`src/rtl/raster_pkg.sv`:
```
package raster_pkg;
  localparam int SAMP_W = 12;
  localparam int LINE_W = 11;
  localparam int CODE_W = 5;

  typedef struct packed {
    logic [SAMP_W-1:0] tot_samp;
    logic [SAMP_W-1:0] act_samp;
    logic [LINE_W-1:0] tot_lines;
    logic [LINE_W-1:0] act_lines;
  } raster_t;

  typedef struct packed {
    logic [CODE_W-1:0] code;
    raster_t           raster;
  } std_entry_t;

  function automatic std_entry_t mk_entry(input int code, input int ts, input int as,
                                          input int tl, input int al);
    std_entry_t e;
    e.code             = CODE_W'(code);
    e.raster.tot_samp  = SAMP_W'(ts);
    e.raster.act_samp  = SAMP_W'(as);
    e.raster.tot_lines = LINE_W'(tl);
    e.raster.act_lines = LINE_W'(al);
    return e;
  endfunction
endpackage

```
`src/rtl/trs_detect.sv`:
```
module trs_detect #(
  parameter int DATA_W = 10
) (
  input  logic              clk_i,
  input  logic              rst_ni,
  input  logic [DATA_W-1:0] data_i,
  input  logic              valid_i,
  output logic              xyz_o,
  output logic              f_o,
  output logic              v_o,
  output logic              h_o
);
  localparam logic [DATA_W-1:0] ALL_ONES = '1;

  logic [DATA_W-1:0] w1_q, w2_q, w3_q;

  always_ff @(posedge clk_i or negedge rst_ni) begin
    if (!rst_ni) begin
      w1_q <= '0;
      w2_q <= '0;
      w3_q <= '0;
    end else if (valid_i) begin
      w3_q <= w2_q;
      w2_q <= w1_q;
      w1_q <= data_i;
    end
  end

  assign xyz_o = valid_i && (w3_q == ALL_ONES) && (w2_q == '0) && (w1_q == '0);
  assign f_o   = data_i[8];
  assign v_o   = data_i[7];
  assign h_o   = data_i[6];

  // a reference word can never follow another one directly
  a_r1_no_back_to_back: assert property (@(posedge clk_i) disable iff (!rst_ni)
    xyz_o |=> !xyz_o);
endmodule

```
`src/rtl/raster_measure.sv`:
```
module raster_measure
  import raster_pkg::*;
#(
  parameter int PUB_LINE = 12
) (
  input  logic    clk_i,
  input  logic    rst_ni,
  input  logic    valid_i,
  input  logic    xyz_i,
  input  logic    f_i,
  input  logic    v_i,
  input  logic    h_i,
  output logic    pub_o,
  output raster_t new_o,
  output raster_t pub_q_o
);
  logic [SAMP_W-1:0] eav_cnt_q, sav_cnt_q;
  logic [LINE_W-1:0] line_q, act_cnt_q, lines_lat_q, act_lat_q;
  logic              prev_f_q, prev_v_q, ilace_q, fseen_q;
  raster_t           pub_q;
  logic              eav, sav, fs;
  logic [LINE_W-1:0] v_zero;

  assign eav    = xyz_i & h_i;
  assign sav    = xyz_i & ~h_i;
  assign fs     = (prev_f_q & ~f_i) | (~prev_v_q & v_i & ~f_i & ~ilace_q);
  assign pub_o  = eav && (line_q == LINE_W'(PUB_LINE));
  assign v_zero = {{(LINE_W-1){1'b0}}, ~v_i};

  assign new_o.tot_samp  = eav_cnt_q;
  assign new_o.act_samp  = sav_cnt_q - SAMP_W'(4);
  assign new_o.tot_lines = lines_lat_q;
  assign new_o.act_lines = act_lat_q;
  assign pub_q_o         = pub_q;

  always_ff @(posedge clk_i or negedge rst_ni) begin
    if (!rst_ni) begin
      eav_cnt_q   <= '0;
      sav_cnt_q   <= '0;
      line_q      <= '0;
      act_cnt_q   <= '0;
      lines_lat_q <= '0;
      act_lat_q   <= '0;
      prev_f_q    <= 1'b0;
      prev_v_q    <= 1'b0;
      ilace_q     <= 1'b0;
      fseen_q     <= 1'b0;
      pub_q       <= '0;
    end else if (valid_i) begin
      eav_cnt_q <= eav ? SAMP_W'(1) : eav_cnt_q + SAMP_W'(1);
      sav_cnt_q <= sav ? SAMP_W'(1) : sav_cnt_q + SAMP_W'(1);
      if (eav) begin
        prev_f_q <= f_i;
        prev_v_q <= v_i;
        if (fs) begin
          ilace_q     <= fseen_q | f_i;
          fseen_q     <= 1'b0;
          line_q      <= LINE_W'(1);
          act_cnt_q   <= v_zero;
          lines_lat_q <= line_q;
          act_lat_q   <= act_cnt_q;
        end else begin
          fseen_q <= fseen_q | f_i;
          if (line_q != '0) begin
            line_q    <= line_q + LINE_W'(1);
            act_cnt_q <= act_cnt_q + v_zero;
          end
        end
        if (pub_o) pub_q <= new_o;
      end
    end
  end

  a_r6_hold_between: assert property (@(posedge clk_i) disable iff (!rst_ni)
    !pub_o |=> $stable(pub_q));
  a_r4_line_one: assert property (@(posedge clk_i) disable iff (!rst_ni)
    (eav && fs) |=> (line_q == LINE_W'(1)));
  a_r2_count_restart: assert property (@(posedge clk_i) disable iff (!rst_ni)
    eav |=> (eav_cnt_q == SAMP_W'(1)));
endmodule

```
`src/rtl/std_flywheel.sv`:
```
module std_flywheel
  import raster_pkg::*;
#(
  parameter int                         NUM_STD   = 2,
  parameter std_entry_t [NUM_STD-1:0]   STD_TABLE = '0
) (
  input  logic              clk_i,
  input  logic              rst_ni,
  input  logic              en_i,
  input  logic              pub_i,
  input  raster_t           raster_i,
  output logic [CODE_W-1:0] code_o,
  output logic              sync_o
);
  logic [CODE_W-1:0] code_q, code_lu;
  logic              sync_q, miss_q, match;
  raster_t           ref_q;

  always_comb begin
    code_lu = '0;
    for (int i = 0; i < NUM_STD; i++)
      if (STD_TABLE[i].raster == raster_i) code_lu = STD_TABLE[i].code;
  end

  assign match = (raster_i == ref_q);

  always_ff @(posedge clk_i or negedge rst_ni) begin
    if (!rst_ni) begin
      code_q <= '0;
      sync_q <= 1'b0;
      miss_q <= 1'b0;
      ref_q  <= '0;
    end else if (!en_i) begin
      code_q <= '0;
      sync_q <= 1'b0;
      miss_q <= 1'b0;
      ref_q  <= '0;
    end else if (pub_i) begin
      code_q <= code_lu;
      if (!sync_q) begin
        ref_q <= raster_i;
        if (match) sync_q <= 1'b1;
      end else if (match) begin
        miss_q <= 1'b0;
      end else if (miss_q) begin
        sync_q <= 1'b0;
        miss_q <= 1'b0;
        ref_q  <= raster_i;
      end else begin
        miss_q <= 1'b1;
      end
    end
  end

  assign code_o = en_i ? code_q : '0;
  assign sync_o = en_i & sync_q;

  a_r10_state_cleared: assert property (@(posedge clk_i) disable iff (!rst_ni)
    !en_i |=> (code_q == '0 && !sync_q));
  a_r8_lock_on_publish: assert property (@(posedge clk_i) disable iff (!rst_ni)
    $rose(sync_q) |-> $past(pub_i));
  a_r9_drop_cause: assert property (@(posedge clk_i) disable iff (!rst_ni)
    $fell(sync_q) |-> ($past(pub_i) || $past(!en_i)));
endmodule

```
`src/rtl/raster_std_detect.sv`:
```
module raster_std_detect
  import raster_pkg::*;
#(
  parameter int                       DATA_W    = 10,
  parameter int                       PUB_LINE  = 12,
  parameter int                       NUM_STD   = 2,
  parameter std_entry_t [NUM_STD-1:0] STD_TABLE = {mk_entry(2, 48, 32, 26, 20),
                                                   mk_entry(1, 40, 24, 20, 14)}
) (
  input  logic              clk_i,
  input  logic              rst_ni,
  input  logic [DATA_W-1:0] data_i,
  input  logic              valid_i,
  input  logic              lock_i,
  input  logic              bypass_ni,
  output logic [SAMP_W-1:0] tot_samp_o,
  output logic [SAMP_W-1:0] act_samp_o,
  output logic [LINE_W-1:0] tot_lines_o,
  output logic [LINE_W-1:0] act_lines_o,
  output logic [CODE_W-1:0] std_code_o,
  output logic              std_lock_o
);
  logic    xyz, f, v, h, pub;
  raster_t new_raster, pub_raster;

  trs_detect #(.DATA_W(DATA_W)) i_trs (
    .clk_i, .rst_ni, .data_i, .valid_i,
    .xyz_o(xyz), .f_o(f), .v_o(v), .h_o(h)
  );

  raster_measure #(.PUB_LINE(PUB_LINE)) i_meas (
    .clk_i, .rst_ni, .valid_i,
    .xyz_i(xyz), .f_i(f), .v_i(v), .h_i(h),
    .pub_o(pub), .new_o(new_raster), .pub_q_o(pub_raster)
  );

  std_flywheel #(.NUM_STD(NUM_STD), .STD_TABLE(STD_TABLE)) i_fly (
    .clk_i, .rst_ni, .en_i(lock_i & bypass_ni), .pub_i(pub),
    .raster_i(new_raster), .code_o(std_code_o), .sync_o(std_lock_o)
  );

  assign tot_samp_o  = pub_raster.tot_samp;
  assign act_samp_o  = pub_raster.act_samp;
  assign tot_lines_o = pub_raster.tot_lines;
  assign act_lines_o = pub_raster.act_lines;
endmodule

```
`config.mk`:
```
export PLATFORM = sky130hd
export DESIGN_NAME = raster_std_detect
export DESIGN_NICKNAME = d
export VERILOG_FILES = /design/src/rtl/raster_pkg.sv /design/src/rtl/trs_detect.sv /design/src/rtl/raster_measure.sv /design/src/rtl/std_flywheel.sv /design/src/rtl/raster_std_detect.sv
export SDC_FILE = /design/constraint.sdc
export NUM_CORES = 1
export LEC_CHECK = 0
export ABC_CLOCK_PERIOD_IN_PS = 5090
export BUFFER_PORTS_ARGS = -buffer_cell sky130_fd_sc_hd__clkbuf_2
export CAP_MARGIN = 20
export CORE_ASPECT_RATIO = 1.25
export CORE_UTILIZATION = 35
export DETAILED_ROUTE_END_ITERATION = 8
export GPL_TIMING_DRIVEN = 0
export PLACE_DENSITY_LB_ADDON = 0.08
export SETUP_SLACK_MARGIN = 0.02
export SLEW_MARGIN = 0
export SYNTH_ARGS = -nofsm -noshare
export SYNTH_HDL_FRONTEND = slang
export SYNTH_SLANG_ARGS = --single-unit
export TNS_END_PERCENT = 50
```
`constraint.sdc`:
```
create_clock -name clk_i -period 5.09 [get_ports clk_i]
set_clock_uncertainty 0.1 [all_clocks]
set_input_delay 1.2725 -clock clk_i [delete_from_list [all_inputs] [get_ports clk_i]]
set_output_delay 1.2725 -clock clk_i [all_outputs]
set_load 0.01 [all_outputs]
```
# Yosys cells after proc, flatten, opt, wreduce, memory -nomap -nowiden
# Cells that the tools add are included.
totals:
  register_bits: 201
  latchBits: 0
  ram_bits: 0
  rom_bits: 0
  input_bits: 15
  output_inout_bits: 52
  elab_cells: 94
  n_memories: 0
op_classes:
  add_sub_neg: 5
  mul: 0
  div: 0
  order_cmp: 0
  n_eq_ne: 9
  shift: 0
  muxes: 27
  bitwise_logic: 15
  n_reduce_logical: 14
op_table:
  columns: ["operator", "n"]
  rows:
  - ["46-bit two-way mux", 5]
  - ["40-bit by 46-bit == test with 1-bit output, first input constant", 2]
  - ["46-bit == test", 1]
  - ["11-bit two-way mux", 4]
  - ["12-bit by 1-bit adder with 12-bit output, second input constant", 2]
  - ["12-bit two-way mux", 2]
  - ["10-bit logical NOT", 2]
  - ["5-bit two-way mux", 4]
  - ["1-bit two-way mux", 12]
  - ["3-bit AND reduction", 4]
  - ["12-bit by 3-bit subtractor with 12-bit output, second input constant", 1]
  - ["11-bit by 1-bit adder with 11-bit output", 1]
  - ["11-bit by 1-bit adder with 11-bit output, second input constant", 1]
  - ["11-bit by 4-bit == test with 1-bit output, second input constant", 1]
  - ["11-bit nonzero test", 1]
  - ["10-bit == test, second input constant", 1]
  - ["1-bit AND", 8]
  - ["3-bit inequality test, second input constant", 2]
  - ["1-bit NOT", 5]
  - ["1-bit logical AND", 4]
  - ["2-bit inequality test, second input constant", 2]
  - ["2-bit AND reduction", 2]
  - ["1-bit bitwise OR", 2]
  - ["2-bit nonzero test", 1]

# Depth between registers and ports, before layout
# Gate-level depths: netlist of the first run.
depth:
  depth_word: 8
  depth_mapped: 10

# Modules after synthesis
# Synthesis of the first run repeated with hierarchy kept, for this count alone.
hier_totals:
  cells_unflattened: 926
  hier_area_um2: 9791.9
by_module_without_submodules:
  columns: ["mod", "n_inst", "cells_each", "area_each_um2"]
  rows:
  - ["raster_measure", 1, 504, 5346.4]
  - ["std_flywheel", 1, 344, 3221.8]
  - ["trs_detect", 1, 77, 1217.4]
  - ["raster_std_detect", 1, 1, 6.3]

# Worst setup path after synthesis of the first run
# Ideal clock, no wire load.
synth_path:
  kind: "input port to flip-flop"
  startpoint: "in valid_i"
  endpoint: "reg i_fly.ref_q[30] in the netlist's numbering"
  arrival_ns: 3.384
  required_time_ns: 4.862
  setup_slack_ns: 1.479
  stages: 9
  n_path_buf: 3
  cell_sequence: "clkbuf_1 -> nand4_1 -> or4_1 -> buf_2 -> nor4b_4 -> o21ai_1 -> a41oi_1 -> buf_4 -> mux2_1"
synth_between:
  elab_chain_len: 7
synth_lines:
  columns: ["element", "line", "text"]
  rows:
  - ["start: declaration", "raster_std_detect.sv:13", "input logic valid_i,"]
  - ["1-bit logical AND (3 in a row)", "trs_detect.sv:29", "assign xyz_o = valid_i && (w3_q == ALL_ONES) && (w2_q == '0) && (w1_q == '0);"]
  - ["1-bit AND", "raster_measure.sv:24", "assign eav = xyz_i & h_i;"]
  - ["1-bit logical AND", "raster_measure.sv:27", "assign pub_o = eav && (line_q == LINE_W'(PUB_LINE));"]
  - ["2-bit inequality test (no line)", null, null]
  - ["3-bit AND reduction (no line)", null, null]
  - ["end signal: assignment", "std_flywheel.sv:41", "ref_q <= raster_i;"]
  - ["end signal: assignment", "std_flywheel.sv:48", "ref_q <= raster_i;"]
  - ["end: declaration", "std_flywheel.sv:17", "raster_t ref_q;"]
# No other way between the ends.
# A chain may end at the register's enable or synchronous reset.

# Worst setup path in the final report of the first run
layout_path:
  startpoint: "in valid_i"
  endpoint: "reg i_meas.pub_q, in the netlist i_meas.pub_q_o[21]"
layout_between:
  elab_chain_len: 6
layout_lines:
  columns: ["element", "line", "text"]
  rows:
  - ["1-bit logical AND (3 in a row)", "trs_detect.sv:29", null]
  - ["1-bit AND", "raster_measure.sv:24", null]
  - ["1-bit logical AND", "raster_measure.sv:27", null]
  - ["3-bit AND reduction (no line) (*)", null, null]
  - ["end signal: assignment", "raster_measure.sv:69", "if (pub_o) pub_q <= new_o;"]
  - ["end: declaration", "raster_measure.sv:20", "raster_t pub_q;"]
# Mark *: on every way between the ends. The rest lies on a longest branch, timed or not.

==> results of run 1 <==
==> routing by layer <==
layer,GRT usage (%),part of all wire (%),vias up,wire length [um]
met5,0,0,-,0
met4,6.06,1.7,0,426
met3,2.90,2.2,21,544
met2,33.0,51,84,12900
met1,24.1,45,3400,11200
li1,-,-,3337,-
==> cells by family (layout without fill, tap and decap cells) <==
logic type / Yosys count / count (layout) / share of synthesized area, %
other cells: 1 / 3 / 0.0391
simple gates: 423 / 423 / 20.5
compound gates: 45 / 45 / 2.92
buf+inv: 70 / 166 / 3.25
flops: 198 / 198 / 51.7
fa+ha+maj: 12 / 12 / 1.57
mux: 106 / 106 / 11.8
xor+xnor: 85 / 85 / 8.22
==> sequential cells by signal, summed over array words and instances, names as in the netlist <==
| name | cells |
|---|---|
| i_meas.act_lat_q | 11 |
| i_meas.prev_f_q | 1 |
| i_meas.line_q | 11 |
| i_meas.prev_v_q | 1 |
| i_fly.code_q | 2 |
| i_fly.ref_q | 46 |
| i_meas.fseen_q | 1 |
| i_meas.sav_cnt_q | 12 |
| i_meas.act_cnt_q | 11 |
| i_fly.miss_q | 1 |
| i_meas.eav_cnt_q | 12 |
| i_trs.w2_q | 10 |
| i_trs.w3_q | 10 |
| i_trs.w1_q | 10 |
| i_meas.ilace_q | 1 |
| i_fly.sync_q | 1 |
| i_meas.pub_q_o | 46 |
| i_meas.lines_lat_q | 11 |
==> final cells by class <==
| type | count | area [um^2] | area share, % |
|---|---|---|---|
| Clock buffer | 19 | 443 | 4.03 |
| Inverter | 15 | 56.3 | 0.513 |
| Timing Repair Buffer | 64 | 374 | 3.41 |
| Multi-Input combinational cell | 674 | 4330 | 39.4 |
| Tap cell | 345 | 432 | 3.93 |
| Clock inverter | 13 | 138 | 1.25 |
| Buffer | 55 | 255 | 2.33 |
| Sequential cell | 198 | 4950 | 45.1 |
==> stage by stage <==
stage	hold WS, ns	cell area, um^2
finish	0.377	11000
global route	0.405	11000
CTS	0.382	11000
detailed placement	0.362	10400
global placement	0.362	10300
floorplan	0.357	9590
==> critical path, cell delays in order <==
cell,delay (ns)
clkbuf_1,0.54
nand4_1,0.16
or4_1,0.58
buf_2,0.21
nor3_2,0.60
nand2_1,0.21
clkbuf_1,0.40
clkbuf_1,0.38
nand2_1,0.15
nand2_1,0.06
==> layout by cell type, fill, tap and decap left out, types with 10 or more instances in the layout <==
master,count
mux2_2,54
clkbuf_16,17
nand3_1,18
nand2_1,217
o21ai_0,20
inv_1,15
clkbuf_2,61
xor2_1,31
a21oi_1,14
xnor2_1,51
nor4_1,10
mux2i_1,50
ha_1,12
dfrtp_1,198
nor2_1,70
clkbuf_1,43
nand4_1,42
and3_1,19
==> synthesized netlist by cell type, types with 5 or more instances <==
library cell / count
nor4_1: 10
nor2_1: 70
o21ai_0: 20
xnor2_1: 51
nand2_1: 217
dfrtp_1: 198
nor3_1: 8
or4_1: 5
nand2b_1: 7
ha_1: 12
nand4_1: 42
and3_1: 19
nor4b_1: 6
inv_1: 15
xor2_1: 31
clkbuf_1: 42
nand3_1: 18
a21oi_1: 14
mux2_2: 54
mux2i_1: 50
==> worst paths after layout <==
| path | end | slack (ns) | from |
|---|---|---|---|
| max in group asynchronous | i_meas.lines_lat_q[2] | 3.09 | rst_ni |
| min in group asynchronous | i_meas.pub_q_o[42] | 0.67 | rst_ni |
| worst max register to register | i_meas.pub_q_o[21] | 1.35 | i_trs.w2_q[1] |
| worst min-delay path | i_meas.pub_q_o[11] | 0.38 | i_meas.pub_q_o[11] |
| worst max-delay path | i_meas.pub_q_o[21] | 0.74 | valid_i |
| worst min register to register | i_meas.pub_q_o[11] | 0.38 | i_meas.pub_q_o[11] |
==> power by group through the flow <==
stage,sequential [mW],clock (mW),combinational (mW)
floorplan,1.74,0,0.477
global placement,1.76,0,0.680
detailed placement,1.76,0,0.688
CTS,1.73,1.41,0.692
global route,1.74,1.45,0.760
finish,1.73,1.36,0.680
==> results.toml, run 1 <==
[min_path]
hold_depth = 2
hp-class = "flip-flop to flip-flop"

[detailed_routing]
final_antenna_net_count = 0
dr.pass1.iters = 4
vias = 6842
route.detailed.drc = 0
routedWlPerCell_um = 18.2
drtIter0Drc = 296
wirelength_mm = 25.1
via_per_inst = 4.95

[critical_path]
worst_setup_path_start_kind = "input port"
worst_ep_required_time_ns = 5.32
reg2reg_depth = 9
crit_fanout = 10
cp-end-kind = "flip-flop"
worstPathArrival_ns = 4.58
crit_type = "input port to flip-flop"

[pwr]
p_switching_mw = 1.14
p_sw_share_pct = 30.4
p_leak_nw = 5.01
p_per_area_nw_per_um2 = 343
power_frac_clock_pct = 36.0
pwr-share-seq_pct = 45.9
p_total_mw = 3.76
power.internal_mw = 2.62
ir_drop_uv = 199
comb_power_share_pct = 18.1

[yosys]
yosysSeqAreaShare_pct = 51.7
synth_edf_count = 0
yosys_warnings = 0
ys_ff_latch = 198
synth-main-ff-cell = "dfrtp_1"
synthTopCellsByArea = "dfrtp_1 (52%), nand2_1 (8.5%), mux2_2 (6.3%)"
ys_async_sr_fraction_pct = 100
synthCells = 940
ys_types = 47
yosysTopAreaCell = "dfrtp_1"
netlist_area_um2 = 9580
avgSynthCellArea_um2 = 10.2
yosysTopAreaCellShare_pct = 51.7

[floorplanning]
start_util_pct = 35.7
coreArea_um2 = 26800
pin_count = 67
rows = 67
die_w_um = 150
die_y_um = 187
fp.dieArea_um2 = 28100

[run_status]
outcome = "complete, no violations"

[grt]
grt_usage_pct = 19.1
grt_overflow = 0
grt_pass1_wl_mm = 40.3
grt_pass1_vias = 7031
grt_max_degree = 83
antenna_found_initial = 0

[sta]
slew_violations = 0
tns_ns = 0
tightest_slew_ns = 1.03
fin_ws_ns = 0.744
layout_min_cycle_time_ns = 4.35
grt_setup_unrepaired = "no"
slew_headroom_pct = 31.4
setup_viol = 0
fmax_ghz = 0.230
fin_crit_sh_pct = 85.4
hold_viol_final = 0

[place]
placed_cells_incl_taps = 1351
place_ws_ns = 0.0978
port_buffers = 62
hpwl_mm = 18.3
gp_congestion = 0.787

[layout]
drive_gt1_share_pct = 15.7
fill_cells = 2683
layout.nets = 1052
final_util_pct = 40.9
antenna_cells = 0
stdcell_count = 1383
syn_to_final_growth_pct = 14.5

[clock_network]
clock_latency_ns = 0.45
postCtsSetupBuffers = 0
ctsHoldBuffers = 0
cts_resized = 0
cts_tree = "built"
numCtsBuffers = 17
root_buffer = "clkbuf_16"
clk_pin_slew_ns = 0.07
cts.path.max_buffers = 2
cts_sinks = 198
htree_levels = 4

[job]
maxCapViolCount = 0
Note: power is estimated with default switching activity, not from simulation.
==> inputs of run 2 (changes only) <==
--- a/config.mk
+++ b/config.mk
@@ -6,16 +6,17 @@
 export NUM_CORES = 1
 export LEC_CHECK = 0
 export ABC_CLOCK_PERIOD_IN_PS = 5090
-export BUFFER_PORTS_ARGS = -buffer_cell sky130_fd_sc_hd__clkbuf_2
 export CAP_MARGIN = 20
 export CORE_ASPECT_RATIO = 1.25
 export CORE_UTILIZATION = 35
 export DETAILED_ROUTE_END_ITERATION = 8
+export DONT_BUFFER_PORTS = 1
 export GPL_TIMING_DRIVEN = 0
 export PLACE_DENSITY_LB_ADDON = 0.08
 export SETUP_SLACK_MARGIN = 0.02
 export SLEW_MARGIN = 0
 export SYNTH_ARGS = -nofsm -noshare
 export SYNTH_HDL_FRONTEND = slang
+export SYNTH_HIERARCHICAL = 1
 export SYNTH_SLANG_ARGS = --single-unit
 export TNS_END_PERCENT = 50
==> run 2 against run 1 <==
Critical path depth grew 2. Sequential share of layout area grew 0.56 points. Flip-flop and latch count is the same. Synthesized area grew 2.2%. Combinational power grew 17%. Register-to-register slack lost 0.54 ns. Highest routed layer unchanged.
==> results.toml, run 2 <==
[run_status]
outcome = "complete, no violations"

[job]
maxCapViolCount = 0

[layout]
drive_gt1_share_pct = 11.3
final_cell_mix = "dfrtp_1 (198), nand2_1 (148), xor2_1 (57)"
fill_cells = 2817
stdcell_count = 1310
antenna_cells = 0
multiInputGateArea_um2 = 4410
regArea_um2 = 4950
layout.nets = 970
final_util_pct = 39.3
layout_commonest_cell = "dfrtp_1"
syn_to_final_growth_pct = 10.7

[yosys]
synthCells = 926
synth_top_family_by_area = "simple AND/OR/NAND/NOR gates"
synthXorXnorAreaFrac_pct = 6.53
ys_types = 55
yosys.area_share.simple_pct = 17.4
synth_compound_area_share_pct = 11.8
netlist_area_um2 = 9790
ys_ff_latch = 198
avgSynthCellArea_um2 = 10.6
synthMuxAreaShare_pct = 8.17
synth-main-ff-cell = "dfrtp_1"
synth_fa_ha_area_share_pct = 1.02
yosys_warnings = 6
yosysTopAreaCellShare_pct = 50.6
yosysMostFrequentCell = "dfrtp_1"
yosysTopAreaCell = "dfrtp_1"
synthTopCellsByArea = "dfrtp_1 (51%), nand2_1 (5.7%), xor2_1 (5.1%)"
synth_commonest_cells = "dfrtp_1 (198), nand2_1 (148), xor2_1 (57)"
yosysSeqAreaShare_pct = 50.6
ys_async_sr_fraction_pct = 100
synth_edf_count = 0

[sta]
setup_viol = 0
tns_ns = 0
tightest_slew_ns = 0.805
slew_headroom_pct = 46.0
fmax_ghz = 0.222
layout_min_cycle_time_ns = 4.50
fin_crit_sh_pct = 88.3
slew_violations = 0
grt_setup_unrepaired = "no"
hold_viol_final = 0

[floorplanning]
coreArea_um2 = 27600
start_util_pct = 35.5
die_w_um = 152
rows = 68
pin_count = 67
die_y_um = 189
fp.dieArea_um2 = 28700

[grt]
grt_usage_pct = 20.1
grtUsageMet2_pct = 34.8
grt_busiest_layer = "met2"
grt_pass1_wl_mm = 43.3
grt_overflow = 0
antenna_found_initial = 0
met3_usage_pct = 3.95
grt_max_degree = 199
grt_use_met1_pct = 24.7
grt_pass1_vias = 7306

[min_path]
hp-start = "i_meas/fseen_q"
hold_depth = 2
hold_end = "i_meas/ilace_q"
hp-class = "flip-flop to flip-flop"

[detailed_routing]
wirelength_mm = 27.3
final_antenna_net_count = 0
drtIter0Drc = 342
via_per_inst = 5.48
route.detailed.drc = 0
dr.pass1.iters = 5
routedWlPerCell_um = 20.8
vias = 7180

[critical_path]
r2r_setup_slack_ns = 0.81
worst_ep_required_time_ns = 5.37
r2r-start = "i_trs/w1_q[5]"
worstPathArrival_ns = 4.77
worst_setup_path_start_kind = "input port"
crit_type = "input port to flip-flop"
cp-end-kind = "flip-flop"
reg2reg_depth = 12
crit_fanout = 10
r2r_end = "i_fly/ref_q[33]"

[clock_network]
postCtsSetupBuffers = 0
cts.path.max_buffers = 2
cts_tree = "built"
ctsHoldBuffers = 0
cts_resized = 0
htree_levels = 4
cts_sinks = 198
clock_latency_ns = 0.45
numCtsBuffers = 17
root_buffer = "clkbuf_16"
clk_pin_slew_ns = 0.08

[place]
gp_congestion = 0.814
hpwl_mm = 19.5
placed_cells_incl_taps = 1278
port_buffers = 0

[pwr]
pwr-share-seq_pct = 45.0
comb_power_share_pct = 20.1
p_total_mw = 3.95
power.internal_mw = 2.63
p_per_area_nw_per_um2 = 365
p_leak_nw = 5.10
p_switching_mw = 1.33
power_frac_clock_pct = 34.9
p_sw_share_pct = 33.5
ir_drop_uv = 210
[run 2: changes by cell type after synthesis, moves of 21 or more]
cell and delta:
a221o_1 +46, xnor2_1 -35, nand2_1 -69, nor4_1 +27, a31oi_1 +45, mux2_1 +36
nor2_1 -33, xor2_1 +26, mux2_2 -21, mux2i_1 -50
[run 2: layout make-up]
class | count | area share (%)
flip-flops and latches | 198 | 45.7
multi-input cells | 644 | 40.7
clock buffers | 18 | 4.05
well taps | 350 | 4.04
plain buffers | 69 | 3.43
clock inverters | 14 | 1.55
inverters | 17 | 0.588
[run 2: routing by layer]
| metal | share of wire, % | up-vias |
|---|---|---|
| met2 | 51 | 121 |
| li1 | - | 3419 |
| met4 | 2.6 | 0 |
| met1 | 43 | 3604 |
| met5 | 0 | - |
| met3 | 3.4 | 36 |
[run 2: worst max-delay path by stage]
stage,from,endpoint,slack [ns],cells after the start
global route,valid_i,i_fly/ref_q[38],0.35,12
CTS,valid_i,i_fly/ref_q[33],0.62,12
detailed placement,valid_i,i_fly/ref_q[33],0.16,12
floorplan,valid_i,i_fly/ref_q[11],1.50,12
finish,valid_i,i_fly/ref_q[33],0.59,12
global placement,valid_i,i_fly/ref_q[38],0.22,12
[run 2: cell families after synthesis]
family,Yosys count
AO/OA/AOI/OAI,157
XOR/XNOR,73
adder cells (fa/ha/maj),8
buffers and inverters,86
flip-flops,198
multiplexers,71
other,1
AND/OR/NAND/NOR,332
[run 2: per-stage QoR]
step / instance area (um^2) / worst slack, ns / hold WS (ns)
detailed placement: 10200 / 0.164 / 0.365
global route: 10800 / 0.350 / 0.398
CTS: 10800 / 0.625 / 0.385
floorplan: 9800 / 1.50 / 0.339
finish: 10800 / 0.595 / 0.381
global placement: 10200 / 0.217 / 0.366
[run 2: power groups by stage]
stage          registers, mW  clock network, mW  logic, mW
2_1_floorplan           1.76                  0      0.567
3_3_place_gp            1.82                  0      0.791
3_5_place_dp            1.82                  0      0.796
4_1_cts                 1.79               1.43      0.797
5_1_grt                 1.80               1.48      0.867
6_report                1.78               1.38      0.795
[run 2: critical path: stages]
cell	delay, ns
nor4b_2	0.16
nand2_1	0.09
nor4_2	0.57
nand2_1	0.33
nor2_1	0.41
clkbuf_1	0.38
and3_1	0.21
clkbuf_1	0.47
clkbuf_1	0.43
nand2_1	0.10
a31oi_1	0.20
a221o_1	0.15
==> inputs of run 3 (changes only) <==
--- a/config.mk
+++ b/config.mk
@@ -5,6 +5,7 @@
 export SDC_FILE = /design/constraint.sdc
 export NUM_CORES = 1
 export LEC_CHECK = 0
+export ABC_AREA = 1
 export ABC_CLOCK_PERIOD_IN_PS = 5090
 export CAP_MARGIN = 20
 export CORE_ASPECT_RATIO = 1.25
@@ -12,6 +13,7 @@
 export DETAILED_ROUTE_END_ITERATION = 8
 export DONT_BUFFER_PORTS = 1
 export GPL_TIMING_DRIVEN = 0
+export MAX_ROUTING_LAYER = met4
 export PLACE_DENSITY_LB_ADDON = 0.08
 export SETUP_SLACK_MARGIN = 0.02
 export SLEW_MARGIN = 0
@@ -19,4 +21,3 @@
 export SYNTH_HDL_FRONTEND = slang
 export SYNTH_HIERARCHICAL = 1
 export SYNTH_SLANG_ARGS = --single-unit
-export TNS_END_PERCENT = 50
==> run 3 against run 2 <==
Cell count increased by 32%. Synthesized area is 3.5% higher. Count of clock-buffer cells in the layout grew 3. Clock power up 4%. Non-clock buffer count is 14 lower. Highest routed layer unchanged. Setup slack better by 1.2 ns.
==> results.toml, run 3 <==
[layout]
fill_cells = 3017
syn_to_final_growth_pct = 10.5
final_util_pct = 39.3
antenna_cells = 0
drive_gt1_share_pct = 7.57
final_cell_mix = "nand2_1 (503), dfrtp_1 (198), inv_1 (139)"
layout.nets = 1383
layout_commonest_cell = "nand2_1"
finalInstanceArea_um2 = 11200

[sta]
grt_setup_unrepaired = "no"
fin_ws_ns = 1.76
slew_headroom_pct = 44.4
hold_viol_final = 0
fin_crit_sh_pct = 65.4
setup_viol = 0
tightest_slew_ns = 0.825
tns_ns = 0
layout_min_cycle_time_ns = 3.33
fmax_ghz = 0.300
slew_violations = 0

[clock_network]
numCtsBuffers = 17
ctsHoldBuffers = 0
cts_tree = "built"
root_buffer = "clkbuf_16"
cts.path.max_buffers = 2
clk_pin_slew_ns = 0.08
postCtsSetupBuffers = 0
htree_levels = 4
clock_latency_ns = 0.45
cts_resized = 0
cts_sinks = 198

[pwr]
p_switching_mw = 1.10
p_leak_nw = 5.80
p_sw_share_pct = 29.6
ir_drop_uv = 154
comb_power_share_pct = 13.5
pwr-share-seq_pct = 47.9
power_frac_clock_pct = 38.6
p_per_area_nw_per_um2 = 333
power.internal_mw = 2.62

[yosys]
yosysTopAreaCellShare_pct = 48.9
ys_ff_latch = 198
synthTopCellsByArea = "dfrtp_1 (49%), nand2_1 (19%), inv_1 (5.1%)"
ys_types = 32
avgSynthCellArea_um2 = 7.57
netlist_area_um2 = 10100
yosys_warnings = 6
yosysSeqAreaShare_pct = 48.9
ys_async_sr_fraction_pct = 100
synth_edf_count = 0
synth_commonest_cells = "nand2_1 (503), dfrtp_1 (198), inv_1 (139)"
synthCells = 1339
yosysTopAreaCell = "dfrtp_1"
synth-main-ff-cell = "dfrtp_1"
yosysMostFrequentCell = "nand2_1"

[job]
maxCapViolCount = 0

[floorplanning]
die_w_um = 154
fp.dieArea_um2 = 29600
pin_count = 67
coreArea_um2 = 28500
start_util_pct = 35.6
rows = 69
die_y_um = 192

[grt]
grt_pass1_vias = 8225
antenna_found_initial = 0
grt_overflow = 0
grt_pass1_wl_mm = 45.5
grt_usage_pct = 20.8
grt_max_degree = 199

[detailed_routing]
vias = 8300
route.detailed.drc = 0
dr.pass1.iters = 5
drtIter0Drc = 467
routedWlPerCell_um = 16.2
wirelength_mm = 28.0
final_antenna_net_count = 0
via_per_inst = 4.80

[critical_path]
worstSetupEndpoint = "i_fly/ref_q[36]"
worst_setup_path_start_kind = "flip-flop"
worstPathArrival_ns = 3.56
r2r-start = "i_meas/sav_cnt_q[2]"
crit_start = "i_meas/sav_cnt_q[2]"
reg2reg_depth = 19
r2r_end = "i_fly/ref_q[36]"
cp-end-kind = "flip-flop"
crit_type = "flip-flop to flip-flop"
r2r_setup_slack_ns = 1.76
crit_fanout = 10
worst_ep_required_time_ns = 5.32

[place]
gp_congestion = 0.851
hpwl_mm = 20.0
place_ws_ns = 1.40
port_buffers = 0
placed_area_um2 = 10600

[min_path]
hp-class = "flip-flop to flip-flop"

[run_status]
outcome = "complete, no violations"
## run 3: changes by cell type after synthesis, moves of 46 or more
| cell | delta |
|---|---|
| nand2_1 | +355 |
| xor2_1 | -49 |
| nor2_1 | +88 |
| a221o_1 | -46 |
| nand3_1 | +47 |
| inv_1 | +122 |
## run 3: final cells by class
cell class,count,area (um^2),area share (%)
Inverter,148,556,4.96
Buffer,55,397,3.54
Clock buffer,21,460,4.11
Tap cell,355,444,3.97
Multi-Input combinational cell,940,4230,37.8
Sequential cell,198,4950,44.3
Clock inverter,11,148,1.32
## run 3: critical path: stages, from the launching register on
cell     delay (ns)
dfrtp_1        0.44
inv_1          0.27
ha_1           0.22
nand2_1        0.09
nor2_1         0.15
nand2_1        0.09
xor2_1         0.46
inv_1          0.08
nand2_1        0.07
nand2_1        0.06
nor2_1         0.09
nand2_1        0.05
nor2_1         0.13
nand2_1        0.11
nor2_2         0.17
nand3_2        0.13
buf_6          0.19
buf_8          0.15
nand4_1        0.08
nand2_1        0.07
## run 3: metal layers
metal  track usage (%)  vias to the layer above  part of all wire (%)
met4              6.00                        0                   1.4
met5                 -                        -                     0
met1              25.9                     3930                    46
met2              34.8                       97                    50
li1                  -                     4248                     -
met3              3.20                       25                   2.5
## run 3: power groups by stage
stage	registers (mW)	logic, mW	clock network [mW]
detailed placement	1.81	0.510	0
global route	1.80	0.589	1.54
floorplan	1.76	0.379	0
CTS	1.78	0.512	1.48
global placement	1.82	0.507	0
finish	1.78	0.504	1.44
## run 3: how the worst min path moves through the flow
stage,start,depth (start not counted),slack [ns],to
after floorplan,i_meas/fseen_q,2,0.34,i_meas/ilace_q
after detailed placement,i_trs/w3_q[9],2,0.36,i_trs/w3_q[9]
after global routing,rst_ni,0,0.39,i_meas/pub_q_o[28]
final,i_trs/w3_q[6],2,0.37,i_trs/w3_q[6]
after global placement,i_meas/fseen_q,2,0.35,i_meas/ilace_q
after CTS,i_meas/fseen_q,2,0.38,i_meas/ilace_q
## run 3: through the flow
| step | instances | hold slack, ns | total power [mW] |
|---|---|---|---|
| 3_3_place_gp | 1696 | 0.346 | 2.32 |
| 2_1_floorplan | 1341 | 0.337 | 2.14 |
| 4_1_cts | 1728 | 0.377 | 3.78 |
| 6_report | 1728 | 0.374 | 3.72 |
| 5_1_grt | 1728 | 0.386 | 3.92 |
| 3_5_place_dp | 1696 | 0.361 | 2.32 |
## run 3: cells by family (layout without fill, tap and decap cells)
group / after synthesis / after routing / synth area share (%)
flops: 198 / 198 / 48.9
xor+xnor: 28 / 28 / 2.42
fa+ha+maj: 8 / 8 / 0.988
buf+inv: 203 / 235 / 9.40
compound gates: 110 / 110 / 5.52
other cells: 1 / 3 / 0.0370
simple gates: 791 / 791 / 32.7
